`src/rtl/reloc_pkg.sv`:
```
package reloc_pkg;
    typedef enum logic {
        ST_SUPER = 1'b0,
        ST_USER  = 1'b1
    } mode_e;
endpackage

```
`src/rtl/reloc_mode_fsm.sv`:
```
module reloc_mode_fsm
    import reloc_pkg::*;
(
    input  logic  clk,
    input  logic  rst_n,
    input  logic  enter_user,
    input  logic  trap,
    output mode_e mode,
    output logic  load_en
);
    mode_e state_q, state_d;

    always_ff @(posedge clk) begin
        if (!rst_n) state_q <= ST_SUPER;
        else        state_q <= state_d;
    end

    always_comb begin
        state_d = state_q;
        unique case (state_q)
            ST_SUPER: if (enter_user) state_d = ST_USER;   // ENTER
            ST_USER:  if (trap)       state_d = ST_SUPER;  // TRAP
            default:                  state_d = ST_SUPER;
        endcase
    end

    always_comb begin
        mode    = state_q;
        load_en = (state_q == ST_SUPER) && enter_user;
    end
endmodule

```
`src/rtl/reloc_window_regs.sv`:
```
module reloc_window_regs #(
    parameter int AW = 24,
    parameter int PW = 24
) (
    input  logic          clk,
    input  logic          rst_n,
    input  logic          load_en,
    input  logic [PW-1:0] base_in,
    input  logic [AW-1:0] limit_in,
    output logic [PW-1:0] base_q,
    output logic [AW-1:0] limit_q
);
    always_ff @(posedge clk) begin
        if (!rst_n) begin
            base_q  <= '0;
            limit_q <= '0;
        end else if (load_en) begin
            base_q  <= base_in;
            limit_q <= limit_in;
        end
    end
endmodule

```
`src/rtl/reloc_xlate.sv`:
```
module reloc_xlate
    import reloc_pkg::*;
#(
    parameter int AW = 24,
    parameter int PW = 24
) (
    input  mode_e         mode,
    input  logic [AW-1:0] addr,
    input  logic [PW-1:0] base,
    input  logic [AW-1:0] limit,
    output logic [PW-1:0] phys,
    output logic          fault
);
    localparam int SW = PW + 1;
    logic [SW-1:0] sum;
    logic          beyond;

    always_comb begin
        beyond = (addr >= limit);
        sum    = {1'b0, base} + SW'(addr);
        unique case (mode)
            ST_SUPER: begin
                phys  = PW'(addr);
                fault = 1'b0;
            end
            ST_USER: begin
                phys  = sum[PW-1:0];
                fault = beyond | sum[PW];
            end
            default: begin
                phys  = PW'(addr);
                fault = 1'b0;
            end
        endcase
    end
endmodule

```
`src/rtl/reloc_unit.sv`:
```
module reloc_unit
    import reloc_pkg::*;
#(
    parameter int AW = 24,
    parameter int PW = 24
) (
    input  logic          clk,
    input  logic          rst_n,
    input  logic          req_valid,
    input  logic [AW-1:0] req_addr,
    input  logic          enter_user,
    input  logic [PW-1:0] base_in,
    input  logic [AW-1:0] limit_in,
    input  logic          viol_clr,
    output logic [PW-1:0] phys_addr,
    output logic          phys_valid,
    output logic          viol_pulse,
    output logic          viol_sticky,
    output logic          user_mode
);
    mode_e         mode;
    logic          load_en;
    logic [PW-1:0] base_q;
    logic [AW-1:0] limit_q;
    logic [PW-1:0] phys_d;
    logic          fault;
    logic          trap;

    assign trap      = req_valid & fault;
    assign user_mode = (mode == ST_USER);

    reloc_mode_fsm u_fsm (
        .clk(clk), .rst_n(rst_n), .enter_user(enter_user),
        .trap(trap), .mode(mode), .load_en(load_en)
    );

    reloc_window_regs #(.AW(AW), .PW(PW)) u_regs (
        .clk(clk), .rst_n(rst_n), .load_en(load_en),
        .base_in(base_in), .limit_in(limit_in),
        .base_q(base_q), .limit_q(limit_q)
    );

    reloc_xlate #(.AW(AW), .PW(PW)) u_xlate (
        .mode(mode), .addr(req_addr), .base(base_q), .limit(limit_q),
        .phys(phys_d), .fault(fault)
    );

    always_ff @(posedge clk) begin
        if (!rst_n) begin
            phys_addr   <= '0;
            phys_valid  <= 1'b0;
            viol_pulse  <= 1'b0;
            viol_sticky <= 1'b0;
        end else begin
            phys_valid <= req_valid & ~fault;
            viol_pulse <= trap;
            if (req_valid && !fault) phys_addr <= phys_d;
            if (trap)                               viol_sticky <= 1'b1;
            else if (viol_clr && mode == ST_SUPER)  viol_sticky <= 1'b0;
        end
    end
endmodule

```
`config.mk`:
```
export PLATFORM = sky130hd
export DESIGN_NAME = reloc_unit
export DESIGN_NICKNAME = d
export VERILOG_FILES = /design/src/rtl/reloc_pkg.sv /design/src/rtl/reloc_mode_fsm.sv /design/src/rtl/reloc_window_regs.sv /design/src/rtl/reloc_xlate.sv /design/src/rtl/reloc_unit.sv
export SDC_FILE = /design/constraint.sdc
export NUM_CORES = 1
export LEC_CHECK = 0
export BUFFER_PORTS_ARGS = -buffer_cell sky130_fd_sc_hd__buf_2
export CORE_ASPECT_RATIO = 0.5
export CORE_UTILIZATION = 30
export DETAILED_ROUTE_END_ITERATION = 10
export PLACE_DENSITY = 0.56
export SYNTH_ARGS = -nofsm -noshare
export SYNTH_HDL_FRONTEND = slang
export SYNTH_SLANG_ARGS = --single-unit
```
`constraint.sdc`:
```
create_clock -name clk -period 2.75 [get_ports clk]
set_clock_uncertainty 0.2 [all_clocks]
set_input_delay 0.275 -clock clk [delete_from_list [all_inputs] [get_ports clk]]
set_output_delay 0.275 -clock clk [all_outputs]
set_load 0.03 [all_outputs]
```
==> out/summary.txt, run 1 <==
CTS tree - built
Die Wd - 179 um
WS Path Type - reg -> reg
DRC violations left - 2
DP HPWL - 10.9 mm
Hold Crit Class - in -> reg
Leak Pwr - 2.96 nW
First DRT Iteration DRCs - 324
DR vias - 4789
EDFF count, synth - 0
First-pass GRT wire length - 23.5 mm
Post-DP Area - 5770 um2
Vias in the first global route - 4584
Clock power share - 0.382
Sinks on the clock net - 76
Synthesis-to-finish area growth - 43.0%
Critical path required time - 2.80 ns
Synthesized area - 4700 um2
Share of layout cells above drive strength 1 - 0.252
Status - complete, but fails checks
Drt first pass iters - 8
Post-synthesis sequential area ratio - 0.323
Htree depth - 3
Clock buffer depth - 2
Starting Density - 0.316
Count of cell types in the netlist - 53
Final min period - 2.62 ns
Ys flop type - dfxtp_1
Max incr delay on CP - 0.37 ns
Fin crit share - 0.952
Slew Limit Fails - 0
Multi-input gate area - 3070 um2
Worst-path maximum fanout - 11
Max Fclk - 382 MHz
Failing checks - design-rule violations
Most common cell after layout, fill and taps aside - nand2_1
Gate power share - 0.273
Post-Synthesis Cells - 597
Num CTS Buffers - 9
Largest net degree at the start of global routing - 48
Startpoint Class - register
Slew margin rel. - 0.600
Clock Latency Late Sink - 0.34 ns
Placer Congestion - 0.888
Average wire per standard cell - 14.9 um
Internal power - 0.00253 W
Clk slew on worst S/H paths - 0.06 ns
CP Capture Type - register
Via/cell ratio - 4.89
Row Count - 31
Final hold viol count - 0
Register Area - 1520 um2
CP max stage cell - fa_2
Yosys reg bits - 76
Synth Net Count - 723
Root Driver - clkbuf_16
P_sw - 0.00106 W
Asr flop ratio synth - 0
VDD IR max - 278 uV
WL final - 14.6 mm
Initial antenna violation count - 0
Grt ovf - 0
Setup violators final - 0
Layout fillers - 1527
Worst slew pin tran - 0.599 ns
Critical-path cell list - ha_2 -> fa_2 -> a211oi_4 -> o21ai_2 -> nand4_1 -> a41oi_2 -> nand2_2 -> o21a_4 -> buf_12 -> a21oi_1 -> a311oi_1
Post-Layout Inst Area - 6730 um2
Die Y - 90.6 um
IO Port Bufs - 104
Reg power frac - 0.345
Antenna Nets Post-Route - 0
Max Cap Viol - 0
Setup TNS - 0 ns
Most frequent cells in the layout - nand2_1 (114), buf_2 (104), a21oi_1 (102)
Sw frac - 0.295
Core Area - 14900 um2
Layout Nets - 903
Arrival time at the worst endpoint - 2.67 ns
Pwr dens - 532 nW/um2
Gr usage total - 0.186
Die ar. - 16200 um2
I/O pin count - 105
Synth Warn # - 0
Syn Area/Cell - 7.88 um2
Antenna diodes - 0
## state kept, by name, indices dropped and copies added, names as in the netlist
signal,count
phys_addr,24
u_regs.base_q,24
u_regs.limit_q,24
phys_valid,1
u_fsm.mode,1
viol_pulse,1
viol_sticky,1
## what timing repair did
action,in CTS,in global routing
endpoints found under the hold margin,48,0
resized for setup,2,22
pin swaps,0,19
endpoints found under the setup margin,24,27
cloned,0,0
hold buffers,48,0
setup buffers,0,2
## synth_stat cells (all sizes together) (4+ instances only)
master	number	share of area
inv	30	0.024
nand2	115	0.092
nand2b	8	0.011
nor2b	4	0.0053
nor2	22	0.018
a211oi	20	0.032
a21oi	105	0.11
clkbuf	22	0.018
a31oi	5	0.0066
dfxtp	76	0.32
xor2	6	0.011
a21o	14	0.022
buf	8	0.0088
nand3	5	0.0053
and2	4	0.0053
o21ai	19	0.021
mux2i	19	0.040
nor3	6	0.0064
a311oi	4	0.0074
nand4	7	0.0093
o21a	5	0.0082
ha	48	0.13
xnor2	10	0.019
## per-layer routing
| layer | vias up | global-route usage | routed length [um] |
|---|---|---|---|
| met5 | - | 0 | 0 |
| met4 | 0 | 0.0483 | 161 |
| met3 | 14 | 0.0299 | 543 |
| met2 | 92 | 0.278 | 6150 |
| met1 | 2211 | 0.273 | 7740 |
| li1 | 2472 | - | - |
## worst max-delay path, delay by kind of cell, from the launching register on
| kind | cells | cell delay (ns) |
|---|---|---|
| AOI/OAI and AO/OA | 6 | 1.01 |
| adders and majority gates | 2 | 0.55 |
| DFF | 1 | 0.32 |
| and+or+nand+nor | 2 | 0.31 |
| buffers and inverters | 1 | 0.13 |
## final timing paths
path / start / end / slack (ns) / depth (start not counted)
setup / recovery: u_regs.base_q[0] / phys_addr[21] / 0.13 / 11
hold / removal: limit_in[23] / u_regs.limit_q[23] / 0.01 / 3
setup reg to reg: u_regs.base_q[0] / phys_addr[21] / 0.13 / 11
hold reg to reg: u_regs.limit_q[1] / u_regs.limit_q[1] / 0.25 / 2
## power groups by stage
stage	registers [W]	clock network (W)	logic (W)
after floorplan	0.00132	0	0.000493
after global placement	0.00126	0	0.000882
after detailed placement	0.00126	0	0.000893
after CTS	0.00123	0.00140	0.000953
after global routing	0.00124	0.00144	0.00108
final	0.00123	0.00137	0.000979
## cell type report
type | instances | area share
clock buffers | 10 | 0.0355
multi-input cells | 461 | 0.457
flip-flops and latches | 76 | 0.227
clock inverters | 5 | 0.0149
repair buffers | 199 | 0.213
inverters | 30 | 0.0167
well taps | 198 | 0.0368
## per-stage QoR
stage | setup WS, ns | utilization | hold WS [ns] | total power (W) | std cells
2_1_floorplan | 0.188 | - | 0.211 | 0.00181 | 597
3_3_place_gp | -0.139 | 0.387 | 0.244 | 0.00214 | 914
3_5_place_dp | -0.223 | 0.387 | 0.248 | 0.00215 | 914
4_1_cts | 0.0196 | 0.443 | 0.00195 | 0.00358 | 977
5_1_grt | -0.0156 | 0.452 | 0.00758 | 0.00377 | 979
6_report | 0.131 | 0.452 | 0.00970 | 0.00358 | 979
## cell families (layout without fill, tap and decap cells)
| kind of cell | Yosys count | after routing | share of synthesized area |
|---|---|---|---|
| compound gates | 195 | 195 | 0.255 |
| xor+xnor | 16 | 16 | 0.0298 |
| fa+ha+maj | 49 | 49 | 0.132 |
| buf+inv | 60 | 244 | 0.0503 |
| flops | 76 | 76 | 0.323 |
| mux | 19 | 19 | 0.0404 |
| simple gates | 182 | 182 | 0.169 |
No activity file was read; power rests on OpenSTA's default activity.
==> run 2, diff against run 1 <==
- ABC_AREA: default -> 1
- PLACE_DENSITY: 0.56 -> 0.55
- SLEW_MARGIN: default -> 20
==> run 2 against run 1 <==
The run still ends with design-rule violations left. Worst setup slack gained 0.15 ns. Via count up 19%. First-iteration DRC count up 10%. Synthesized cell count up 50%. Total power is 0.70% higher. Critical path type unchanged. Critical endpoint is now phys_addr[14]. Largest power group is now registers.
==> out/summary.txt, run 2 <==
Status - complete, but fails checks
Failing checks - design-rule violations
Share of layout cells above drive strength 1 - 0.151 (-0.102)
Most repeated library cell on the critical path - nand2_1
Pwr dens - 532 nW/um2 (about the same)
Clk slew on worst S/H paths - 0.07 ns (about the same)
R2R setup slack - 0.28 ns (+0.15 ns)
Top-count cell post-synth - nand2_1
WL final - 17.5 mm (+20%)
Crit path buffers/inverters - 0 (-1)
Clock Latency Late Sink - 0.34 ns (about the same)
Average wire per standard cell - 13.9 um (-6.7%)
Internal power - 0.00232 W (-8.3%)
Yosys reg bits - 76 (unchanged)
Hold Crit Class - in -> reg
Leak Pwr - 3.64 nW (+23%)
Slew margin rel. - 0.396 (-0.204)
Clock power share - 0.337 (-0.045)
Die ar. - 18700 um2 (+15%)
DRC violations left - 10 (+8)
Post-CTS Setup Inserts - 0 (unchanged)
Layout Nets - 1143 (+27%)
Die Wd - 193 um (+7.5%)
Syn Area/Cell - 6.10 um2 (-23%)
Largest net degree at the start of global routing - 72 (+50%)
Die Y - 97.3 um (+7.4%)
Starting Density - 0.310 (-0.00593)
Final min period - 2.47 ns (-0.154 ns)
CTS tree - built
Drt first pass iters - 8 (unchanged)
Vias in the first global route - 5223 (+14%)
Root Driver - clkbuf_16
Pre-CTS setup slack - 0.226 ns (+0.449 ns)
Synthesized area - 5450 um2 (+16%)
Synth Warn # - 0 (unchanged)
Synthesis-to-finish area growth - 24.5%
Antenna diodes - 0 (unchanged)
Cells on worst reg2reg path - 14 (+3)
Clock buffer depth - 2 (unchanged)
Synth top area share - 0.279 (-0.0440)
Critical-path cell list - ha_1 -> fa_1 -> nand2_1 -> nor2_1 -> nand2_1 -> nand3_1 -> nand2_1 -> nand3_1 -> nand2_1 -> nor2_1 -> nor2_1 -> nand3_1 -> nand2_1 -> nor2_1
Worst slew pin tran - 0.906 ns (+0.306 ns)
Count of cell types in the netlist - 35 (-34%)
Sw frac - 0.358 (+0.0629)
Htree depth - 3 (unchanged)
Placer Congestion - 0.941 (+6.0%)
Synth top cells by count - nand2_1 (254), inv_1 (136), nor2_1 (132)
Gr usage total - 0.195 (+0.00880)
Synth area leader - dfxtp_1
CP max stage cell - fa_1
Top cells by area, synth - dfxtp_1 (28%), nand2_1 (18%), ha_1 (11%), inv_1 (9.4%), nor2_1 (9.1%)
Final hold viol count - 0 (unchanged)
Max Cap Viol - 0 (unchanged)
Gate power share - 0.316 (+0.043)
Worst Hold Launch - limit_in[19]
Met2 Resource Use GR - 0.254 (-0.0243)
P_sw - 0.00129 W (+22%)
RSZ-0062 raised after global routing - no
WHS Path Cells - 3 (unchanged)
R2r startpoint - u_regs.base_q[0]
EDFF count, synth - 0 (unchanged)
Arrival time at the worst endpoint - 2.50 ns (-0.17 ns)
Core Area - 17600 um2 (+18%)
Max incr delay on CP - 0.42 ns (+0.05 ns)
Delay-heaviest family, CP - simple AND/OR/NAND/NOR gates
First DRT Iteration DRCs - 358 (+10%)
Initial antenna violation count - 0 (unchanged)
Largest regs - phys_addr: 24 flops, u_regs.base_q: 24 flops, u_regs.limit_q: 24 flops
First-pass GRT wire length - 28.1 mm (+20%)
Num CTS Buffers - 9 (unchanged)
Antenna Nets Post-Route - 0 (unchanged)
Via/cell ratio - 4.55 (-7.1%)
Grt ovf - 0 (unchanged)
Post-synthesis sequential area ratio - 0.279 (-0.0440)
R2r endpoint - phys_addr[14]
CP startpoint - u_regs.base_q[0]
VDD IR max - 269 uV (-3.5%)
Reg power frac - 0.347 (+0.002)
Row Count - 34 (+9.7%)
Synth Net Count - 1019 (+41%)
DP HPWL - 13.9 mm (+27%)
Slew Limit Fails - 0 (unchanged)
I/O pin count - 105 (unchanged)
Fin crit share - 0.896 (-0.0560)
Setup violators final - 0 (unchanged)
DR vias - 5709 (+19%)
CP Capture Type - register
Endpoint, Worst Hold - u_regs.limit_q[19]
Worst-path maximum fanout - 4 (-7)
Sinks on the clock net - 76 (unchanged)
Ys flop type - dfxtp_1
Met1 track demand over resource - 0.308 (+0.0351)
Most common cell after layout, fill and taps aside - nand2_1
Post-Synthesis Cells - 893 (+50%)
GRT Max-Usage Layer - met1
GRT met3 Usage - 0.0488 (+0.0189)
Startpoint Class - register
Critical path required time - 2.78 ns (-0.02 ns)
WS Path Type - reg -> reg
Max Fclk - 406 MHz (+6.2%)
Asr flop ratio synth - 0 (unchanged)
Final worst-path setup slack - 0.285 ns (+0.154 ns)
Setup TNS - 0 ns (unchanged)
Most frequent cells in the layout - nand2_1 (254), inv_1 (136), nor2_1 (132)
IO Port Bufs - 104 (unchanged)
## run 2: cell types whose count changed in the layout (fill, tap and decap cells not counted), sizes merged, moves of 9 or more
cell         previous run  this run
nand2                 115       264
nand3                   5        50
xnor2                  10         1
a211oi                 20         0
nor2                   22       133
a21o                   14         0
inv                    30       144
mux2i                  19         1
buf                   151       115
a21oi                 105        62
o21ai                  19        52
dlygate4sd3            48        27
## run 2: cells by family (layout without fill, tap and decap cells)
kind of cell / Yosys count / count (layout) / synth area share
XOR/XNOR: 4 / 4 / 0.00643
adder cells (fa/ha/maj): 49 / 49 / 0.114
buffers and inverters: 172 / 301 / 0.123
flip-flops: 76 / 76 / 0.279
AND/OR/NAND/NOR: 468 / 468 / 0.357
multiplexers: 1 / 1 / 0.00184
AO/OA/AOI/OAI: 123 / 123 / 0.118
## run 2: layout make-up
| type | instances | area (um2) |
|---|---|---|
| Tap cell | 234 | 293 |
| Fill cell | 1940 | 10800 |
| Timing Repair Buffer | 142 | 873 |
| Clock inverter | 6 | 71.3 |
| Sequential cell | 76 | 1520 |
| Multi-Input combinational cell | 645 | 3260 |
| Clock buffer | 10 | 229 |
| Inverter | 143 | 537 |
## run 2: what timing repair did
action | in CTS | in global routing
hold endpoints to repair | 27 | 0
endpoints found under the setup margin | 0 | 24
hold buffers | 27 | 0
gates resized for setup | 0 | 1
## run 2: worst max-delay path by stage
stage | depth (start not counted) | endpoint
finish | 14 | phys_addr[14]
global route | 14 | phys_addr[18]
CTS | 14 | phys_addr[0]
detailed placement | 16 | phys_addr[0]
global placement | 14 | phys_addr[8]
floorplan | 15 | phys_addr[17]
## run 2: per-stage QoR
step                hold slack [ns]  cells  power (W)  cell area [um2]   util
CTS                         0.00326   1256    0.00364             6780  0.386
global placement              0.249   1213    0.00237             6210  0.353
global route                 0.0190   1256    0.00386             6780  0.386
finish                       0.0139   1256    0.00361             6780  0.386
floorplan                     0.208    893    0.00204             5450      -
detailed placement            0.253   1213    0.00238             6210  0.353
## run 2: power groups by stage
stage / clock network (W) / registers [W] / logic, W
6_report: 0.00122 / 0.00125 / 0.00114
5_1_grt: 0.00130 / 0.00126 / 0.00129
4_1_cts: 0.00126 / 0.00125 / 0.00114
3_5_place_dp: 0 / 0.00127 / 0.00110
3_3_place_gp: 0 / 0.00127 / 0.00110
2_1_floorplan: 0 / 0.00135 / 0.000689
## run 2: worst reg2reg max path, stage by stage, from the launching register on
cell	delay (ns)
dfxtp_1	0.33
ha_1	0.22
fa_1	0.42
nand2_1	0.08
nor2_1	0.05
nand2_1	0.09
nand3_1	0.19
nand2_1	0.15
nand3_1	0.08
nand2_1	0.06
nor2_1	0.04
nor2_1	0.23
nand3_1	0.11
nand2_1	0.08
nor2_1	0.04
## run 2: metal layers
| layer | share of wire | vias to the layer above | wire length, um |
|---|---|---|---|
| met4 | 0.012 | 0 | 201 |
| met2 | 0.37 | 141 | 6380 |
| met3 | 0.065 | 16 | 1140 |
| met5 | 0 | - | 0 |
| met1 | 0.56 | 2522 | 9740 |
| li1 | - | 3030 | - |
